--- src/rtl/syncmsg_pkg.sv ---
package syncmsg_pkg;

    localparam int unsigned CMD_W     = 3;
    localparam int unsigned DATA_MAX  = 76;
    localparam int unsigned LEN_W     = $clog2(DATA_MAX + 1);
    localparam int unsigned CNT_W     = $clog2(CMD_W + DATA_MAX + 1);
    localparam int unsigned ID_BITS   = 8;
    localparam int unsigned NODE_BITS = 9;

    typedef enum logic [CMD_W-1:0] {
        OP_RESET    = 3'b000,
        OP_BAR_MAKE = 3'b001,
        OP_BAR_HIT  = 3'b010,
        OP_BCAST    = 3'b011,
        OP_LOCK_GET = 3'b100,
        OP_LOCK_PUT = 3'b101,
        OP_RSV6     = 3'b110,
        OP_RSV7     = 3'b111
    } op_e;

    // Data length is a pure function of the code; nothing on the wire says it.
    function automatic logic [LEN_W-1:0] op_data_len(input logic [CMD_W-1:0] op,
                                                     input int unsigned levels);
        case (op)
            OP_BAR_MAKE:            return LEN_W'(ID_BITS + ID_BITS * levels);
            OP_BAR_HIT, OP_LOCK_PUT: return LEN_W'(ID_BITS);
            OP_BCAST:               return LEN_W'(DATA_MAX);
            OP_LOCK_GET:            return LEN_W'(ID_BITS + NODE_BITS);
            default:                return '0;
        endcase
    endfunction

    function automatic logic op_reserved(input logic [CMD_W-1:0] op);
        return op[2] & op[1];
    endfunction

endpackage

--- src/rtl/syncmsg_tx.sv ---
module syncmsg_tx
    import syncmsg_pkg::*;
#(
    parameter int unsigned MASK_LEVELS = 3
) (
    input  logic                clk,
    input  logic                rst_n,
    input  logic                in_valid,
    output logic                in_ready,
    input  logic [CMD_W-1:0]    in_op,
    input  logic [DATA_MAX-1:0] in_data,
    output logic                busy,
    output logic                line
);

    localparam int unsigned SH_W = CMD_W + DATA_MAX;

    typedef enum logic [1:0] {TX_IDLE, TX_SEND, TX_STOP} tx_st_e;

    typedef struct packed {
        tx_st_e           st;
        logic             line;
        logic [SH_W-1:0]  sh;
        logic [CNT_W-1:0] left;
    } tx_s;

    tx_s q, d;

    always_comb begin
        d = q;
        case (q.st)
            TX_IDLE: begin
                d.line = 1'b0;
                if (in_valid) begin
                    d.st   = TX_SEND;
                    d.line = 1'b1;                 // start bit
                    d.sh   = {in_data, in_op};     // code leaves first, bit 0 first
                    d.left = CNT_W'(CMD_W) + CNT_W'(op_data_len(in_op, MASK_LEVELS));
                end
            end
            TX_SEND: begin
                if (q.left != '0) begin
                    d.line = q.sh[0];
                    d.sh   = q.sh >> 1;
                    d.left = q.left - CNT_W'(1);
                end else begin
                    d.line = 1'b0;                 // stop bit
                    d.st   = TX_STOP;
                end
            end
            TX_STOP: begin
                d.line = 1'b0;
                d.st   = TX_IDLE;
            end
            default: d.st = TX_IDLE;
        endcase
    end

    always_ff @(posedge clk or negedge rst_n) begin
        if (!rst_n) q <= '{st: TX_IDLE, default: '0};
        else        q <= d;
    end

    assign in_ready = (q.st == TX_IDLE);
    assign busy     = (q.st != TX_IDLE);
    assign line     = q.line;

endmodule

--- src/rtl/syncmsg_rx.sv ---
module syncmsg_rx
    import syncmsg_pkg::*;
#(
    parameter int unsigned MASK_LEVELS = 3
) (
    input  logic                clk,
    input  logic                rst_n,
    input  logic                line,
    output logic                out_valid,
    input  logic                out_ready,
    output logic [CMD_W-1:0]    out_op,
    output logic [DATA_MAX-1:0] out_data,
    output logic [LEN_W-1:0]    out_len,
    output logic                frame_err
);

    typedef enum logic [1:0] {RX_IDLE, RX_CMD, RX_DATA, RX_STOP} rx_st_e;

    typedef struct packed {
        rx_st_e              st;
        logic                armed;
        logic [CNT_W-1:0]    idx;
        logic [CMD_W-1:0]    op;
        logic [LEN_W-1:0]    len;
        logic [DATA_MAX-1:0] data;
        logic                ov;
        logic [CMD_W-1:0]    oop;
        logic [DATA_MAX-1:0] odata;
        logic [LEN_W-1:0]    olen;
        logic                err;
    } rx_s;

    rx_s q, d;
    logic [LEN_W-1:0] len_n;

    always_comb begin
        d     = q;
        len_n = '0;
        d.err = 1'b0;
        if (out_ready) d.ov = 1'b0;
        case (q.st)
            RX_IDLE: begin
                d.armed = ~line;
                if (line && q.armed) begin
                    d.st   = RX_CMD;
                    d.idx  = '0;
                    d.data = '0;
                end
            end
            RX_CMD: begin
                d.op = {line, q.op[CMD_W-1:1]};
                if (q.idx == CNT_W'(CMD_W - 1)) begin
                    len_n = op_data_len({line, q.op[CMD_W-1:1]}, MASK_LEVELS);
                    d.len = len_n;
                    d.idx = '0;
                    d.st  = (len_n == '0) ? RX_STOP : RX_DATA;
                end else begin
                    d.idx = q.idx + CNT_W'(1);
                end
            end
            RX_DATA: begin
                for (int i = 0; i < DATA_MAX; i++) begin
                    if (q.idx == CNT_W'(i)) d.data[i] = line;
                end
                if (q.idx + CNT_W'(1) == CNT_W'(q.len)) d.st = RX_STOP;
                else                                    d.idx = q.idx + CNT_W'(1);
            end
            RX_STOP: begin
                d.st    = RX_IDLE;
                d.armed = 1'b0;
                if (line) begin
                    d.err = 1'b1;
                end else if (!op_reserved(q.op)) begin
                    d.ov    = 1'b1;
                    d.oop   = q.op;
                    d.odata = q.data;
                    d.olen  = q.len;
                end
            end
            default: d.st = RX_IDLE;
        endcase
    end

    always_ff @(posedge clk or negedge rst_n) begin
        if (!rst_n) q <= '{st: RX_IDLE, default: '0};
        else        q <= d;
    end

    assign out_valid = q.ov;
    assign out_op    = q.oop;
    assign out_data  = q.odata;
    assign out_len   = q.olen;
    assign frame_err = q.err;

endmodule

--- src/rtl/syncmsg_link.sv ---
module syncmsg_link
    import syncmsg_pkg::*;
#(
    parameter int unsigned MASK_LEVELS = 3
) (
    input  logic                clk,
    input  logic                rst_n,
    input  logic                tx_valid,
    output logic                tx_ready,
    input  logic [CMD_W-1:0]    tx_cmd,
    input  logic [DATA_MAX-1:0] tx_data,
    output logic                tx_busy,
    output logic                tx_line,
    input  logic                rx_line,
    output logic                rx_valid,
    input  logic                rx_ready,
    output logic [CMD_W-1:0]    rx_cmd,
    output logic [DATA_MAX-1:0] rx_data,
    output logic [LEN_W-1:0]    rx_len,
    output logic                rx_frame_err
);

    syncmsg_tx #(.MASK_LEVELS(MASK_LEVELS)) u_tx (
        .clk      (clk),
        .rst_n    (rst_n),
        .in_valid (tx_valid),
        .in_ready (tx_ready),
        .in_op    (tx_cmd),
        .in_data  (tx_data),
        .busy     (tx_busy),
        .line     (tx_line)
    );

    syncmsg_rx #(.MASK_LEVELS(MASK_LEVELS)) u_rx (
        .clk       (clk),
        .rst_n     (rst_n),
        .line      (rx_line),
        .out_valid (rx_valid),
        .out_ready (rx_ready),
        .out_op    (rx_cmd),
        .out_data  (rx_data),
        .out_len   (rx_len),
        .frame_err (rx_frame_err)
    );

endmodule

--- config.mk ---
export PLATFORM = sky130hd
export DESIGN_NAME = syncmsg_link
export DESIGN_NICKNAME = d
export VERILOG_FILES = /design/src/rtl/syncmsg_pkg.sv /design/src/rtl/syncmsg_tx.sv /design/src/rtl/syncmsg_rx.sv /design/src/rtl/syncmsg_link.sv
export SDC_FILE = /design/constraint.sdc
export NUM_CORES = 1
export LEC_CHECK = 0
export CAP_MARGIN = 25
export CORE_ASPECT_RATIO = 0.8
export CORE_MARGIN = 2
export CORE_UTILIZATION = 35
export CTS_CLUSTER_SIZE = 8
export DETAILED_ROUTE_END_ITERATION = 8
export DONT_BUFFER_PORTS = 1
export PLACE_DENSITY = 0.56
export SETUP_SLACK_MARGIN = 0.2
export SYNTH_ARGS = -nofsm -noshare
export SYNTH_HDL_FRONTEND = slang
export SYNTH_HIERARCHICAL = 1
export SYNTH_SLANG_ARGS = --single-unit
--- constraint.sdc ---
create_clock -name clk -period 7.05 [get_ports clk]
set_input_delay 1.7625 -clock clk [delete_from_list [all_inputs] [get_ports clk]]
set_output_delay 1.7625 -clock clk [all_outputs]
set_load 0.005 [all_outputs]
-- After elaboration in Yosys (flattened, before gate mapping)
Index checks and enable logic that the tools add are counted.
- bits in registers: 273
- bits of input ports: 84
- output and inout bits: 91
- logic and storage cells: 472
- $add $sub $neg: 3
- equal/unequal tests: 174
- mux-type cells: 106
- bitwise logic cells: 3
- reductions and logical operators: 96
- operators by type and width (operator ; count):
    $reduce_and 3->1 ; 80
    $eq 7x6->1 const B ; 32
    $mux 87 ; 2
    $pmux 86 s2 ; 1
    $ne 2x1->1 const B ; 80
    $pmux 76 s2 ; 1
    $eq 7x5->1 const B ; 16
    $mux 89 ; 1
    $mux 88 ; 1
    $mux 86 ; 1
    $eq 7x7->1 const B ; 12
    $mux 1 ; 80
    $mux 76 ; 1
    $eq 7x4->1 const B ; 8
    $pmux 7 s4 ; 2
    $mux 7 ; 7
    $eq 7x3->1 const B ; 4
    $pmux 7 s3 ; 1
    $eq 7x2->1 const B ; 2
    $logic_not 7->1 ; 2
    $eq 3x2->1 const B ; 4
    $eq 3x3->1 const B ; 4
    $mux 2 ; 4
    $pmux 2 s4 ; 1
    21 further kinds ; 35

-- Logic depth before layout (Yosys ltp)
- word-level depth: 9
- depth in mapped cells: 11
- mapped depth without buffers: 8

-- By module
The synthesis kept the hierarchy.
- by module, submodules not included (module ; instances ; cells an instance ; area each (µm²) ; sequential area each (µm²)):
    syncmsg_rx ; 1 ; 754 ; 8546.9 ; 4454.3
    syncmsg_tx ; 1 ; 429 ; 4189.0 ; 2227.1

-- Worst setup path after synthesis
Ideal clock, no wire load.
- kind: input -> register
- start: input port rx_line
- end: register u_rx/q[112] (netlist name)
- library setup time: 66 ps
- arrival: 3129 ps
- required time: 6984 ps
- setup slack: 3855 ps
- stages on the path: 8
- path buffers: 2
- path through: nand2_1 mux2_2 nand2b_1 or2_2 clkbuf_1 clkbuf_1 o21ai_0 a22o_1
- cells in the longest elaborated chain, start to end: 3
- elaborated cells on any way between the ends: 5
- classes of those cells: eq/ne: 1; mux: 2; reduce/logical: 2
- ends and longest elaborated chain (what ; line ; RTL):
    from (decl) ; syncmsg_link.sv:14 ; input logic rx_line,
    $logic_and 1x1->1 ; syncmsg_rx.sv:44 ; if (line && q.armed) begin
    $ne 2x1->1 (no source line) ; -- ;
    $reduce_and 3->1 (no source line) ; -- ;
    to (signal assigned) ; syncmsg_rx.sv:85 ; if (!rst_n) q <= '{st: RX_IDLE, default: '0};
    to (signal assigned) ; syncmsg_rx.sv:86 ; else q <= d;
    to (decl) ; syncmsg_rx.sv:33 ; rx_s q, d;
Parallel ways exist; a longest one is shown, timed or not. The select of a mux whose other input is x is not followed.
A chain may end at the register's enable or synchronous reset.

-- Worst setup path after layout
- start: register u_rx/q[182] (netlist name)
- end: register u_rx/q[155] (netlist name)
- cells in the longest elaborated chain, start to end: 3
- elaborated cells on any way between the ends: 7
- classes of those cells: eq/ne: 3; mux: 1; reduce/logical: 3
- ends and longest elaborated chain (what ; line ; RTL):
    $eq 2x2->1 / $logic_not 2->1 (equally long branches) ; syncmsg_rx.sv:41 ; case (q.st)
    $ne 2x1->1 (no source line) / $reduce_bool 2->1 (equally long branches) ; -- ;
    $reduce_and 3->1 (no source line) ; -- ;
Parallel ways exist; a longest one is shown, timed or not.

==> results.md <==
* Total power per unit cell area at 371 mW/mm2
* Combinational power share at 26.5%
* Post-Syn Area at 0.0127 mm2
* Starting Density at 35.5%
* Filler Cells Inserted at between 3000 and 4000
* FF+latch area at about 0.0067 mm2
* Critical Path End Type: flop
* RSZ-0062 raised after global routing: no
* First drt pass iteration count at 5
* Top layer in use: met4
* Setup violators final at 0
* Min-delay src: u_tx/q[47]$_DFFE_PN0P_
* Site Rows at 62
* Clock share of power at between 30% and 40%
* Drt total wl at roughly 30 mm
* Syn_area_per_cell at 10.8 um2
* HPWL after DPL at 18.7 mm
* Initial DRC Count at about 660
* Required time of the critical path at 7.53 ns
* Cts hold-fix bufs at 0
* Vias/cell at roughly 5.4
* CP startpoint kind: flop
* Multi-input logic area at roughly 0.0049 mm2
* WHS at approximately 0.48 ns
* GP Congestion at 0.776
* Syn_nets at 1281
* Asr flop ratio synth at 100%
* Max-cap violations at 0
* Outcome: finished, final reports clean
* Tcrit/Tclk final at around 48%
* Core ar. at 0.0358 mm2
* Antenna diodes at 0
* Gr usage total at 16.1%
* Setup TNS at 0 ns
* Met2 WL post-DR at 13.6 mm
* Leakage at 5.91 nW
* Sequential share of power at 39.9%
* H-tree Lvls at 2
* Chip width at 217 um
* Fmax at 293 MHz
* Post-route antenna net violation count at 0
* Clock Sinks at roughly 270
* Most frequent CP cell: buf_4
* Final net count at 1151
* Sequential share of the synthesized area at 52.5%
* Drc violations at 0
* Number of synthesized flops with an enable pin at 0
* Via count at 8301
* Boundary Pins at 175
* Detail Route met3 WL at 1.77 mm
* Worst R2R Setup Slack at 3.63 ns
* Crit Path Max Fanout at just under 80
* HP Class: reg -> reg
* Worst-margin pin slew at around 0.95 ns
* Arrival @ worst endpoint at 3.89 ns
* TritonCTS buffer count at 39
* CP Launch Point: u_rx/q[182]$_DFFE_PN0P_
* Area Growth Syn to Fin at 5.13%
* CTS Buffer Depth at 3
* Worst path max stage delay at 0.62 ns
* Clock skew at 0.0190 ns
* Root buffer cell: clkbuf_16
* First-pass GRT wire length at roughly 48 mm
* Post-CTS sizing at 0
* Worst-path cell chain: inv_1 > ha_2 > buf_4 > inv_2 > mux2_2 > buf_4 > nor2b_1 > nand3_1 > o21ai_0 > a22o_1
* Kind of critical path: reg -> reg
* Cells after Synth at 1183
* Grt ovf at 0
* Worst-Skew Late Latency at 0.54 ns
* Layout cells sized above 1 at around 16%
* Yosys cell types at slightly below 60
* R2R Path End: u_rx/q[155]$_DFFE_PN0P_
* Wire length on met1 at between 10 and 15 mm
* FF+latch count, synth at 267
* Die height at roughly 170 um
* Vias in the first global route at about 8100
* Clk pin slew, worst setup/hold paths at 0.05 ns
* Cell Int Power at 0.00322 W
* Fin. Hold Viols at 0
* CP max-delay cell: buf_4
* VDD IR max at 194 uV
* Wire per inst at 19.7 um
* Switching power at 0.00175 W
* CTS tree: done
* Post-synth top flop: dfrtp_1
* Yosys warning count at 6
* Largest net degree at the start of global routing at about 270
* R2r worst-path depth at 10
* CP endpoint: u_rx/q[155]$_DFFE_PN0P_
* Slew margin rel. at 36.8%
* Minimum clock period after layout at around 3.4 ns
* Buffers on Ports at 0
* Sw Share at a little over a third
* Max-slew violations at 0
* Commonest non-fill, non-tap cells in the layout: 267 x dfrtp_1, 230 x o21ai_0, 108 x nand2_1
* Commonest non-fill, non-tap cell in the layout: dfrtp_1
* Initial antenna violation count at 0
* Post-CTS Setup Bufs at 0
* Die ar. at 0.0379 mm2
* Reg2Reg Launch Point: u_rx/q[182]$_DFFE_PN0P_
[synth_stat cells (2+ instances only)]
cell type | instances | area (um2)
a21boi_0 | 2 | 15.0
a21oi_1 | 7 | 35.0
a22o_1 | 75 | 657
a22oi_1 | 78 | 586
a32oi_1 | 3 | 26.3
buf_2 | 2 | 10.0
buf_4 | 88 | 661
buf_6 | 12 | 135
clkbuf_1 | 66 | 248
clkbuf_2 | 7 | 35.0
dfrtp_1 | 267 | 6680
ha_1 | 14 | 175
inv_1 | 14 | 52.6
mux2_2 | 88 | 991
mux2_4 | 6 | 90.1
mux2i_1 | 3 | 30.0
nand2_1 | 108 | 405
nand2b_1 | 4 | 25.0
nand3_1 | 7 | 35.0
nand3b_1 | 5 | 37.5
nor2_1 | 19 | 71.3
nor2b_1 | 6 | 37.5
nor3_1 | 4 | 20.0
o21ai_0 | 230 | 1150
o21ai_1 | 18 | 90.1
o22ai_1 | 2 | 12.5
o31a_1 | 2 | 17.5
or2_2 | 3 | 18.8
or3b_2 | 3 | 26.3
xnor2_1 | 5 | 43.8
xor2_1 | 8 | 70.1
[final cells by class]
class                      instances  area share [%]
inverter                          15           0.421
sequential                       267            49.9
tap                              480            4.49
clock inverter                     4           0.635
multi-input combinational        724            36.7
clock buffer                      41            7.35
timing repair buffer               6           0.486
[registers in the layout, summed over array words and instances (netlist names)]
register,flops
u_rx/frame_err,1
u_rx/q,93
u_rx/out_valid,1
u_tx/q,88
u_rx/out_op,3
u_rx/out_data,76
u_rx/out_len,4
u_tx/line,1
[critical path: cells and delay by family (launching register included)]
| family | cells | cell delay (ns) |
|---|---|---|
| buffers and inverters | 4 | 1.19 |
| AO/OA/AOI/OAI | 2 | 0.49 |
| flip-flops | 1 | 0.42 |
| adder cells (fa/ha/maj) | 1 | 0.18 |
| AND/OR/NAND/NOR | 2 | 0.76 |
| multiplexers | 1 | 0.29 |
[layer usage]
metal,up-vias,global-route usage [%]
li1,3889,-
met1,4161,23.4
met2,208,23.7
met3,43,3.60
met4,0,5.11
met5,-,0
[kinds of logic after synthesis]
family | count (synthesis) | synth area share [%]
mux | 97 | 8.72
compound gates | 428 | 21.1
xor+xnor | 14 | 1.02
simple gates | 170 | 6.12
other cells | 1 | 0.0294
buf+inv | 192 | 9.18
flops | 267 | 52.5
fa+ha+maj | 14 | 1.38
[power by group through the flow]
stage / clock network [W] / registers [W] / logic (W)
global route: 0.00181 / 0.00202 / 0.00149
CTS: 0.00174 / 0.00198 / 0.00131
global placement: 0 / 0.00200 / 0.00128
finish: 0.00167 / 0.00198 / 0.00131
detailed placement: 0 / 0.00200 / 0.00131
floorplan: 0 / 0.00193 / 0.00123
[worst min-delay path by stage]
stage                                  end  slack, ns  cells past startpoint
floorplan            u_tx/q[7]$_DFFE_PN0P_       0.45                      2
global placement    u_tx/q[56]$_DFFE_PN0P_       0.46                      2
detailed placement  u_tx/q[47]$_DFFE_PN0P_       0.47                      2
CTS                 u_tx/q[24]$_DFFE_PN0P_       0.48                      2
global route        u_tx/q[12]$_DFFE_PN0P_       0.50                      2
finish              u_tx/q[47]$_DFFE_PN0P_       0.48                      2
[per-stage QoR]
| step | util (%) | worst slack [ns] | std cells | power [W] | cell area (um2) |
|---|---|---|---|---|---|
| floorplan | - | 3.86 | 1183 | 0.00316 | 12700 |
| global placement | 34.3 | 3.29 | 1491 | 0.00328 | 12300 |
| detailed placement | 34.3 | 3.25 | 1491 | 0.00331 | 12300 |
| CTS | 37.3 | 3.59 | 1536 | 0.00503 | 13400 |
| global route | 37.4 | 3.24 | 1537 | 0.00531 | 13400 |
| finish | 37.4 | 3.63 | 1537 | 0.00497 | 13400 |
No activity file was read; power rests on OpenSTA's default activity.
